===== src/rtl/smb_pkg.sv =====
package smb_pkg;

  typedef enum logic [2:0] {
    LK_IDLE,
    LK_ADDR,
    LK_WDATA,
    LK_ACK_OUT,
    LK_RDATA,
    LK_ACK_IN
  } lk_state_t;

  localparam int         CFG_REGS   = 7;
  localparam logic [7:0] TIMING_RST = 8'h02;

  // Strap decode: low, floating, high (11 treated as high).
  function automatic logic [6:0] dev_addr(input logic [1:0] sel);
    case (sel)
      2'b00:   return 7'h29;
      2'b01:   return 7'h39;
      default: return 7'h49;
    endcase
  endfunction

  // Bits kept by each writable register; zero means not writable.
  function automatic logic [7:0] keep_mask(input logic [3:0] a);
    case (a)
      4'h0:                   return 8'h03;
      4'h1:                   return 8'h1B;
      4'h2, 4'h3, 4'h4, 4'h5: return 8'hFF;
      4'h6:                   return 8'h3F;
      default:                return 8'h00;
    endcase
  endfunction

endpackage


===== src/rtl/smb_bus_cond.sv =====
module smb_bus_cond #(
  parameter int SYNC_STAGES = 2
) (
  input  logic clk,
  input  logic rst,
  input  logic scl_i,
  input  logic sda_i,
  output logic scl_hi,
  output logic sda_lvl,
  output logic scl_rise,
  output logic scl_fall,
  output logic start_c,
  output logic stop_c
);
  localparam int LAST = SYNC_STAGES - 1;

  logic [LAST:0] scl_sync, sda_sync;
  logic          scl_p, sda_p;

  // Idle bus level is high, so every stage resets to 1.
  always_ff @(posedge clk) begin
    if (rst) begin
      scl_sync <= '1;
      sda_sync <= '1;
      scl_p    <= 1'b1;
      sda_p    <= 1'b1;
    end else begin
      scl_sync <= {scl_sync[LAST-1:0], scl_i};
      sda_sync <= {sda_sync[LAST-1:0], sda_i};
      scl_p    <= scl_sync[LAST];
      sda_p    <= sda_sync[LAST];
    end
  end

  assign scl_hi   = scl_sync[LAST];
  assign sda_lvl  = sda_sync[LAST];
  assign scl_rise = scl_sync[LAST] & ~scl_p;
  assign scl_fall = ~scl_sync[LAST] & scl_p;
  assign start_c  = scl_sync[LAST] & scl_p & sda_p & ~sda_sync[LAST];
  assign stop_c   = scl_sync[LAST] & scl_p & ~sda_p & sda_sync[LAST];

endmodule


===== src/rtl/smb_link.sv =====
module smb_link
  import smb_pkg::*;
(
  input  logic       clk,
  input  logic       rst,
  input  logic       scl_hi,
  input  logic       sda_lvl,
  input  logic       scl_rise,
  input  logic       scl_fall,
  input  logic       start_c,
  input  logic       stop_c,
  input  logic [6:0] my_addr,
  input  logic [7:0] rd_byte,
  output logic       sda_oe,
  output logic       wr_stb,
  output logic [7:0] wr_byte,
  output logic       rd_adv
);
  lk_state_t  st;
  logic [3:0] bitcnt;
  logic [7:0] sh;
  logic       rw;

  always_ff @(posedge clk) begin
    if (rst) begin
      st      <= LK_IDLE;
      bitcnt  <= '0;
      sh      <= '0;
      rw      <= 1'b0;
      sda_oe  <= 1'b0;
      wr_stb  <= 1'b0;
      wr_byte <= '0;
      rd_adv  <= 1'b0;
    end else begin
      wr_stb <= 1'b0;
      rd_adv <= 1'b0;
      if (start_c) begin
        st     <= LK_ADDR;
        bitcnt <= '0;
        sda_oe <= 1'b0;
      end else if (stop_c) begin
        st     <= LK_IDLE;
        sda_oe <= 1'b0;
      end else begin
        case (st)
          LK_ADDR, LK_WDATA: begin
            if (scl_rise && bitcnt < 4'd8) begin
              sh     <= {sh[6:0], sda_lvl};
              bitcnt <= bitcnt + 4'd1;
            end else if (scl_fall && bitcnt == 4'd8) begin
              if (st == LK_ADDR) begin
                if (sh[7:1] == my_addr) begin
                  rw     <= sh[0];
                  sda_oe <= 1'b1;
                  st     <= LK_ACK_OUT;
                end else begin
                  st <= LK_IDLE;
                end
              end else begin
                wr_stb  <= 1'b1;
                wr_byte <= sh;
                sda_oe  <= 1'b1;
                st      <= LK_ACK_OUT;
              end
            end
          end
          LK_ACK_OUT: begin
            if (scl_fall) begin
              if (rw) begin
                sh     <= rd_byte;
                sda_oe <= ~rd_byte[7];
                rd_adv <= 1'b1;
                bitcnt <= 4'd1;
                st     <= LK_RDATA;
              end else begin
                sda_oe <= 1'b0;
                bitcnt <= '0;
                st     <= LK_WDATA;
              end
            end
          end
          LK_RDATA: begin
            if (scl_fall) begin
              if (bitcnt == 4'd8) begin
                sda_oe <= 1'b0;
                st     <= LK_ACK_IN;
              end else begin
                sda_oe <= ~sh[6];
                sh     <= {sh[6:0], 1'b0};
                bitcnt <= bitcnt + 4'd1;
              end
            end
          end
          LK_ACK_IN: begin
            if (scl_rise && sda_lvl) begin
              st <= LK_IDLE;
            end else if (scl_fall) begin
              sh     <= rd_byte;
              sda_oe <= ~rd_byte[7];
              rd_adv <= 1'b1;
              bitcnt <= 4'd1;
              st     <= LK_RDATA;
            end
          end
          default: ;
        endcase
      end
    end
  end

  AST_OE_STABLE_SCL_HIGH: assert property (@(posedge clk) disable iff (rst)
    (scl_hi && $past(scl_hi)) |-> $stable(sda_oe));

  AST_STOP_RELEASE: assert property (@(posedge clk) disable iff (rst)
    stop_c |=> !sda_oe);

endmodule


===== src/rtl/smb_regmap.sv =====
module smb_regmap
  import smb_pkg::*;
#(
  parameter logic [7:0] ID_VALUE = 8'h50,
  parameter int         CH_W     = 16
) (
  input  logic            clk,
  input  logic            rst,
  input  logic            txn_start,
  input  logic            wr_stb,
  input  logic [7:0]      wr_byte,
  input  logic            rd_adv,
  input  logic [CH_W-1:0] ch0_data,
  input  logic [CH_W-1:0] ch1_data,
  output logic [7:0]      rd_byte,
  output logic            reg_wr_stb,
  output logic [3:0]      reg_wr_addr,
  output logic [7:0]      reg_wr_data,
  output logic            int_clr,
  output logic [7:0]      ctrl_o,
  output logic [7:0]      timing_o,
  output logic [15:0]     thr_low_o,
  output logic [15:0]     thr_high_o,
  output logic [7:0]      intr_cfg_o
);
  logic [7:0] cfg_q [CFG_REGS];
  logic [3:0] base_q, cur_q;
  logic       word_q, blk_q, skip_q, first_wr, first_rd;
  logic [7:0] shad0, shad1;
  logic [7:0] rd_raw, wmask;
  logic       step;

  assign step  = word_q | blk_q;
  assign wmask = keep_mask(cur_q);

  always_ff @(posedge clk) begin
    if (rst) begin
      for (int i = 0; i < CFG_REGS; i++) cfg_q[i] <= (i == 1) ? TIMING_RST : 8'h00;
      base_q      <= '0;
      cur_q       <= '0;
      word_q      <= 1'b0;
      blk_q       <= 1'b0;
      skip_q      <= 1'b0;
      first_wr    <= 1'b0;
      first_rd    <= 1'b0;
      shad0       <= '0;
      shad1       <= '0;
      int_clr     <= 1'b0;
      reg_wr_stb  <= 1'b0;
      reg_wr_addr <= '0;
      reg_wr_data <= '0;
    end else begin
      int_clr    <= 1'b0;
      reg_wr_stb <= 1'b0;
      if (txn_start) begin
        cur_q    <= base_q;
        first_wr <= 1'b1;
        first_rd <= 1'b1;
        skip_q   <= 1'b0;
      end else if (wr_stb) begin
        first_wr <= 1'b0;
        if (first_wr && wr_byte[7]) begin
          base_q  <= wr_byte[3:0];
          cur_q   <= wr_byte[3:0];
          int_clr <= wr_byte[6];
          word_q  <= wr_byte[5];
          blk_q   <= wr_byte[4];
          skip_q  <= wr_byte[4];
        end else if (skip_q) begin
          skip_q <= 1'b0;
        end else begin
          if (wmask != 8'h00) begin
            cfg_q[cur_q[2:0]] <= wr_byte & wmask;
            reg_wr_stb        <= 1'b1;
            reg_wr_addr       <= cur_q;
            reg_wr_data       <= wr_byte & wmask;
          end
          if (step) cur_q <= cur_q + 4'd1;
        end
      end else if (rd_adv) begin
        first_rd <= 1'b0;
        if (!(blk_q && first_rd)) begin
          if (cur_q == 4'hC) shad0 <= ch0_data[CH_W-1 -: 8];
          if (cur_q == 4'hE) shad1 <= ch1_data[CH_W-1 -: 8];
          if (step) cur_q <= cur_q + 4'd1;
        end
      end
    end
  end

  always_comb begin
    case (cur_q)
      4'h0, 4'h1, 4'h2, 4'h3, 4'h4, 4'h5, 4'h6: rd_raw = cfg_q[cur_q[2:0]];
      4'hA:    rd_raw = ID_VALUE;
      4'hC:    rd_raw = ch0_data[7:0];
      4'hD:    rd_raw = shad0;
      4'hE:    rd_raw = ch1_data[7:0];
      4'hF:    rd_raw = shad1;
      default: rd_raw = 8'h00;
    endcase
  end

  assign rd_byte    = (blk_q && first_rd) ? 8'h00 : rd_raw;
  assign ctrl_o     = cfg_q[0];
  assign timing_o   = cfg_q[1];
  assign thr_low_o  = {cfg_q[3], cfg_q[2]};
  assign thr_high_o = {cfg_q[5], cfg_q[4]};
  assign intr_cfg_o = cfg_q[6];

  AST_CLR_ONE_CYCLE: assert property (@(posedge clk) disable iff (rst)
    int_clr |=> !int_clr);

  AST_WR_ONLY_CFG: assert property (@(posedge clk) disable iff (rst)
    reg_wr_stb |-> (reg_wr_addr <= 4'h6));

  AST_PTR_HOLD: assert property (@(posedge clk) disable iff (rst)
    (!wr_stb && !rd_adv && !txn_start) |=> $stable(cur_q));

endmodule


===== src/rtl/smb_regslave.sv =====
module smb_regslave
  import smb_pkg::*;
#(
  parameter int         SYNC_STAGES = 2,
  parameter logic [7:0] ID_VALUE    = 8'h50,
  parameter int         CH_W        = 16
) (
  input  logic            clk,
  input  logic            rst,
  input  logic            scl_i,
  input  logic            sda_i,
  input  logic [1:0]      addr_sel,
  input  logic [CH_W-1:0] ch0_data,
  input  logic [CH_W-1:0] ch1_data,
  output logic            sda_oe,
  output logic            reg_wr_stb,
  output logic [3:0]      reg_wr_addr,
  output logic [7:0]      reg_wr_data,
  output logic            int_clr,
  output logic [7:0]      ctrl_o,
  output logic [7:0]      timing_o,
  output logic [15:0]     thr_low_o,
  output logic [15:0]     thr_high_o,
  output logic [7:0]      intr_cfg_o
);
  logic       scl_hi, sda_lvl, scl_rise, scl_fall, start_c, stop_c;
  logic       wr_stb, rd_adv;
  logic [7:0] wr_byte, rd_byte;
  logic [6:0] my_addr;

  assign my_addr = dev_addr(addr_sel);

  smb_bus_cond #(.SYNC_STAGES(SYNC_STAGES)) u_cond (
    .clk(clk), .rst(rst), .scl_i(scl_i), .sda_i(sda_i),
    .scl_hi(scl_hi), .sda_lvl(sda_lvl), .scl_rise(scl_rise),
    .scl_fall(scl_fall), .start_c(start_c), .stop_c(stop_c)
  );

  smb_link u_link (
    .clk(clk), .rst(rst), .scl_hi(scl_hi), .sda_lvl(sda_lvl),
    .scl_rise(scl_rise), .scl_fall(scl_fall), .start_c(start_c),
    .stop_c(stop_c), .my_addr(my_addr), .rd_byte(rd_byte),
    .sda_oe(sda_oe), .wr_stb(wr_stb), .wr_byte(wr_byte), .rd_adv(rd_adv)
  );

  smb_regmap #(.ID_VALUE(ID_VALUE), .CH_W(CH_W)) u_regs (
    .clk(clk), .rst(rst), .txn_start(start_c), .wr_stb(wr_stb),
    .wr_byte(wr_byte), .rd_adv(rd_adv), .ch0_data(ch0_data),
    .ch1_data(ch1_data), .rd_byte(rd_byte), .reg_wr_stb(reg_wr_stb),
    .reg_wr_addr(reg_wr_addr), .reg_wr_data(reg_wr_data),
    .int_clr(int_clr), .ctrl_o(ctrl_o), .timing_o(timing_o),
    .thr_low_o(thr_low_o), .thr_high_o(thr_high_o), .intr_cfg_o(intr_cfg_o)
  );

endmodule


===== config.mk =====
export PLATFORM = sky130hd
export DESIGN_NAME = smb_regslave
export DESIGN_NICKNAME = d
export VERILOG_FILES = /design/src/rtl/smb_pkg.sv /design/src/rtl/smb_bus_cond.sv /design/src/rtl/smb_link.sv /design/src/rtl/smb_regmap.sv /design/src/rtl/smb_regslave.sv
export SDC_FILE = /design/constraint.sdc
export NUM_CORES = 1
export LEC_CHECK = 0
export ABC_AREA = 1
export CORE_ASPECT_RATIO = 1.5
export CORE_MARGIN = 2
export CORE_UTILIZATION = 54
export DETAILED_ROUTE_END_ITERATION = 6
export GPL_TIMING_DRIVEN = 0
export PLACE_DENSITY = 0.9
export SLEW_MARGIN = 20
export SYNTH_ARGS = -nofsm -noshare
export SYNTH_HDL_FRONTEND = slang
export SYNTH_SLANG_ARGS = --single-unit

===== constraint.sdc =====
create_clock -name clk -period 3.2 [get_ports clk]
set_input_delay 0.32 -clock clk [delete_from_list [all_inputs] [get_ports clk]]
set_output_delay 0.32 -clock clk [all_outputs]
set_load 0.02 [all_outputs]

# Word-level counts from Yosys, hierarchy flattened
# Memories as Yosys holds them, arrays and structs flattened. A register that Yosys moved wholly into a read port is not among the register bits.
# Index checks and enable logic that the tools add are counted.
# op_classes
bitwise	25
order_cmp	1
mux	77
n_eq_ne	40
n_addsub	2
reduce_logical	34
# ops
op	n
two-way mux 8 bit	9
one-hot mux 8 bit (4 select lines)	2
two-way mux 4 bit	13
one-hot mux 8 bit (6 select lines)	1
two-way mux 1 bit	34
two-way mux 3 bit	11
== test 4 bit, second input constant	6
AND reduction 7 bit	3
inequality test 4 x 3 -> 1 bit, second input constant	4
NOT 1 bit	16
one-hot mux 4 bit (4 select lines)	1
AND reduction 8 bit	2
AND reduction 5 bit	3
inequality test 2 x 1 -> 1 bit, second input constant	7
one-hot mux 7 bit (2 select lines)	1
== test 4 x 3 -> 1 bit, second input constant	3
one-hot mux 3 bit (4 select lines)	1
AND reduction 10 bit	1
adder 4 x 1 -> 4 bit, second input constant	2
bitwise AND 8 bit	1
== test 4 x 2 -> 1 bit, second input constant	2
inequality test 2 bit, second input constant	4
inequality test 4 bit, second input constant	2
nonzero test 8 bit	1
other kinds (31)	49
# word_totals
regBits	76
n_memories	1
out_inout_bits	71
elab_cells	206
ram_bits	56
in_bits	38
# memory_table
memory	depth	word_bits	rd	rd_ports_with_merged_regs	write_ports	line	text
u_regs.cfg_q	7	8	8	1	7	smb_regmap.sv:26	logic [7:0] cfg_q [CFG_REGS];

# Logic depth before layout (Yosys ltp)
# Gate-level depths: netlist (run 1).
# depth
ltp_word	13
mapped_depth	13
ltp_nobuf	12

# Cells and area by module
# Synthesis (run 1) repeated with hierarchy kept, for this count alone.
# hier_totals
hier_cells	863
area_unflattened_um2	6935.4
# modules_own_cells
mod	n_inst	area_per_inst_um2	cells_each	seq_area_each_um2
smb_regmap	1	5143.7	589	2762.6
smb_link	1	1571.5	244	540.5
smb_bus_cond	1	197.7	24	120.1
smb_regslave	1	22.5	6	0.0

# Worst setup path after synthesis (run 1)
# No wires, ideal clock.
# synth_timing
path_type	register to register
startpoint	register u_regs.cur_q[0]
endpoint	memory u_regs.cfg_q[5][0], enable pin
required_ns	2.817
n_path_buf	1
stages_incl_launch_ff	13
setup_slack_ns	0.484
setup_ns	0.383
arrival_ns	2.332
period_less_slack_ns	2.716
path_cell_list	dfxtp_1 -> inv_1 -> buf_2 -> ha_1 -> inv_1 -> nand2_1 -> o21ai_1 -> nand2_2 -> nand3_4 -> nor2_2 -> inv_1 -> nand2_1 -> nor3_1
# synth_rtl
element	line	text
start, declared	smb_regmap.sv:27	logic [3:0] base_q, cur_q;
start signal, assigned	smb_regmap.sv:56	cur_q <= base_q;
start signal, assigned	smb_regmap.sv:64	cur_q <= wr_byte[3:0];
start signal, assigned	smb_regmap.sv:78	if (step) cur_q <= cur_q + 4'd1;
end, declared	smb_regmap.sv:26	

==> impl_metrics.ini, run 1 <==
[die]
num_rows = 50
start_util = 0.550
io-pin-count = 109
dieArea_um2 = 13600
core-area_um2 = 12400
fp.dieW_um = 96.0
die_h_um = 142

[detailed_routing]
drtIter0Drc = 605
drc = 1
first_pass_iters = 7
ant_nets = 0
wl_per_cell_um = 17.6
viasPerCell = 5.78
totalWireLength_um = 20500
vias = 6748

[yosys]
syn_area_per_cell_um2 = 7.85
syn_nets = 917
yosys-top-cells-count = nand2_1, nor2_1, dfxtp_1, nand3_1, inv_1
synth_top_area_share = 0.254
synth_cell_types = 41
synth_top_area_cell = dfxtp_1
syn_area_um2 = 6850
synth_flop_cell = dfxtp_1
syn_inst = 873
yosysMostFrequentCell = nand2_1
synth-edff-count = 56
yosysWarnings = 0
async_flop_share = 0
synthTopCellsByArea = dfxtp_1, edfxtp_1, nand2_1, nor2_1, nand3_1
seq_area_frac_synth = 0.500
synth_seq_cells = 143

[cts]
htreeDepth = 4
ctsResizeCount = 0
post_cts_buffers = 0
cts.reportedPaths.clkPinSlew_ns = 0.07
cts_hold_buf = 0
cts_tree = yes
cts_buffers = 17
cts_sinks = 143
clock_path_buffers = 2
clock_latency_ns = 0.44
clock-root-buffer = clkbuf_16

[power_and_ir_drop]
max-vdd-ir-drop_mv = 0.551
p_per_area_nw_per_um2 = 591
power_mw = 5.14
power.leakage_nw = 3.55

[global_routing]
grtUsageTotal = 0.309
grt_pass1_vias = 6245
grt_pass1_wl_um = 31600
grt_start_max_net_pins = 17
globalRoute.totalOverflow = 0
antenna_found_initial = 0

[critical_path]
worstPathRequired_ns = 3.26
r2r_start = u_regs.cur_q[0]
path_class = flop to flop
crit_fanout = 11
worst_r2r_endpoint = u_regs.cfg_q[5][7]
ff2ff_setup_slack_ns = 0.16
startpoint = u_regs.cur_q[0]
arrival_ns = 3.10
cp-endpoint = u_regs.cfg_q[5][7]
r2r_cells = 12
end_kind = flop
cp-start-kind = flop

[sta]
rsz0062_at_grt = no
relSlewSlack = 0.455
worstMarginPinSlew_ns = 0.814
period_needed_ns = 3.04
setup_viol_count_final = 0
fmax_ghz = 0.329
maxSlewViolCount = 0
fin_skew_ns = 0.0105
hold_violations = 0
fin_crit_sh = 0.949

[final_layout]
syn_to_final_growth_pct = 27.0
diodes = 0
instances_no_fill = 1168
nets = 1043
final_core_util = 0.699
drive_above_1_share = 0.113

[flow_run]
drv_cap = 0

[placement]
portBuffers = 107
post-dp-hpwl_um = 14700
gp_congestion = 0.919
place_inst = 1136

[outcome]
violations = DRC
outcome = finished, violations left

[hold_path]
hp-class = input pin to flop
## how the worst min path moves through the flow
stage / from / to / slack, ns / cells past startpoint
floorplan: u_cond.scl_sync[0] / u_cond.scl_sync[1] / 0.39 / 1
global placement: u_cond.scl_sync[0] / u_cond.scl_sync[1] / 0.39 / 1
finish: rst / u_link.wr_stb / 0.30 / 2
CTS: rst / u_link.wr_stb / 0.29 / 2
global route: rst / u_link.wr_stb / 0.33 / 2
detailed placement: u_cond.sda_sync[0] / u_cond.sda_sync[1] / 0.40 / 1
## per-layer routing
| metal | GRT usage | vias up | part of all wire |
|---|---|---|---|
| li1 | - | 3107 | - |
| met1 | 0.328 | 3095 | 0.34 |
| met2 | 0.534 | 449 | 0.52 |
| met3 | 0.0710 | 97 | 0.078 |
| met4 | 0.202 | 0 | 0.064 |
| met5 | 0 | - | 0 |
## sequential cells by signal, indices dropped and copies added, names as in the netlist, 2 cells and up, named ones only
name and count:
u_cond.scl_sync 2, u_link.st 3, u_regs.cfg_q 64, u_link.bitcnt 4, u_link.sh 8, u_regs.shad1 8
u_regs.base_q 4, u_regs.cur_q 4, u_regs.shad0 8, u_link.wr_byte 8, u_regs.reg_wr_data 8, u_regs.reg_wr_addr 4
u_cond.sda_sync 2
## cell families (layout without fill, tap and decap cells)
family / Yosys count / in the layout / share of synthesized area
AO/OA/AOI/OAI: 118 / 118 / 0.0950
AND/OR/NAND/NOR: 490 / 490 / 0.323
buffers and inverters: 113 / 252 / 0.0672
XOR/XNOR: 3 / 3 / 0.00384
adder cells (fa/ha/maj): 6 / 6 / 0.0110
flip-flops: 143 / 143 / 0.500
## worst max-delay path: stages (launching register included)
cell and delay [ns]:
dfxtp_1 0.51, inv_1 0.09, buf_2 0.22, ha_1 0.23
inv_1 0.13, nand2_1 0.12, o21ai_1 0.18, nand2_2 0.11
nand3_4 0.14, nor2_2 0.07, inv_1 0.19, nand2_1 0.09
nor3_2 0.57
## metrics by stage
| stage | setup slack (ns) | setup TNS (ns) | hold WS [ns] | cell area, um2 |
|---|---|---|---|---|
| finish | 0.163 | 0 | 0.297 | 8700 |
| global route | 0.0104 | 0 | 0.327 | 8700 |
| CTS | 0.160 | 0 | 0.294 | 8700 |
| detailed placement | 0.225 | 0 | 0.399 | 8120 |
| global placement | -0.115 | -0.917 | 0.392 | 8120 |
| floorplan | 0.484 | 0 | 0.389 | 6850 |
## power by group
group | total (mW) | internal [mW] | switching, mW
sequential | 2.07 | 1.99 | 0.0794
combinational | 1.12 | 0.397 | 0.719
clock | 1.95 | 1.09 | 0.854
## final cells by class
class / count / area (um2)
plain buffers: 29 / 145
clock buffers: 17 / 425
clock inverters: 15 / 151
fillers: 899 / 3750
inverters: 84 / 315
multi-input cells: 617 / 2970
flip-flops and latches: 143 / 3420
well taps: 156 / 195
repair buffers: 107 / 1070
## placed cells by master (no fill, tap or decap), drive strengths merged
| cell type | instances |
|---|---|
| clkinv | 6 |
| clkdlybuf4s50 | 107 |
| ha | 6 |
| a22oi | 9 |
| a21oi | 40 |
| clkbuf | 28 |
| nor4 | 1 |
| xnor2 | 2 |
| edfxtp | 56 |
| nand4 | 13 |
| or2 | 7 |
| nand2 | 206 |
| o221ai | 1 |
| nor2 | 179 |
| bufinv | 1 |
| xor2 | 1 |
| nand3 | 76 |
| a2bb2oi | 1 |
| clkinvlp | 2 |
| nand3b | 1 |
| inv | 90 |
| o22ai | 3 |
| dfxtp | 87 |
| o211ai | 3 |
| o21ai | 56 |
| nor3 | 7 |
| buf | 18 |
| a211oi | 3 |
| o211a | 1 |
| a21boi | 1 |
No activity file was read; power rests on OpenSTA's default activity.
==> inputs of run 2 (changes only) <==
--- a/config.mk
+++ b/config.mk
@@ -9,6 +9,7 @@
 export CORE_ASPECT_RATIO = 1.5
 export CORE_MARGIN = 2
 export CORE_UTILIZATION = 54
+export CTS_CLUSTER_SIZE = 10
 export DETAILED_ROUTE_END_ITERATION = 6
 export GPL_TIMING_DRIVEN = 0
 export PLACE_DENSITY = 0.9
==> results of run 2 <==
Final layout, timing and power as in run 1 (identical DEF).
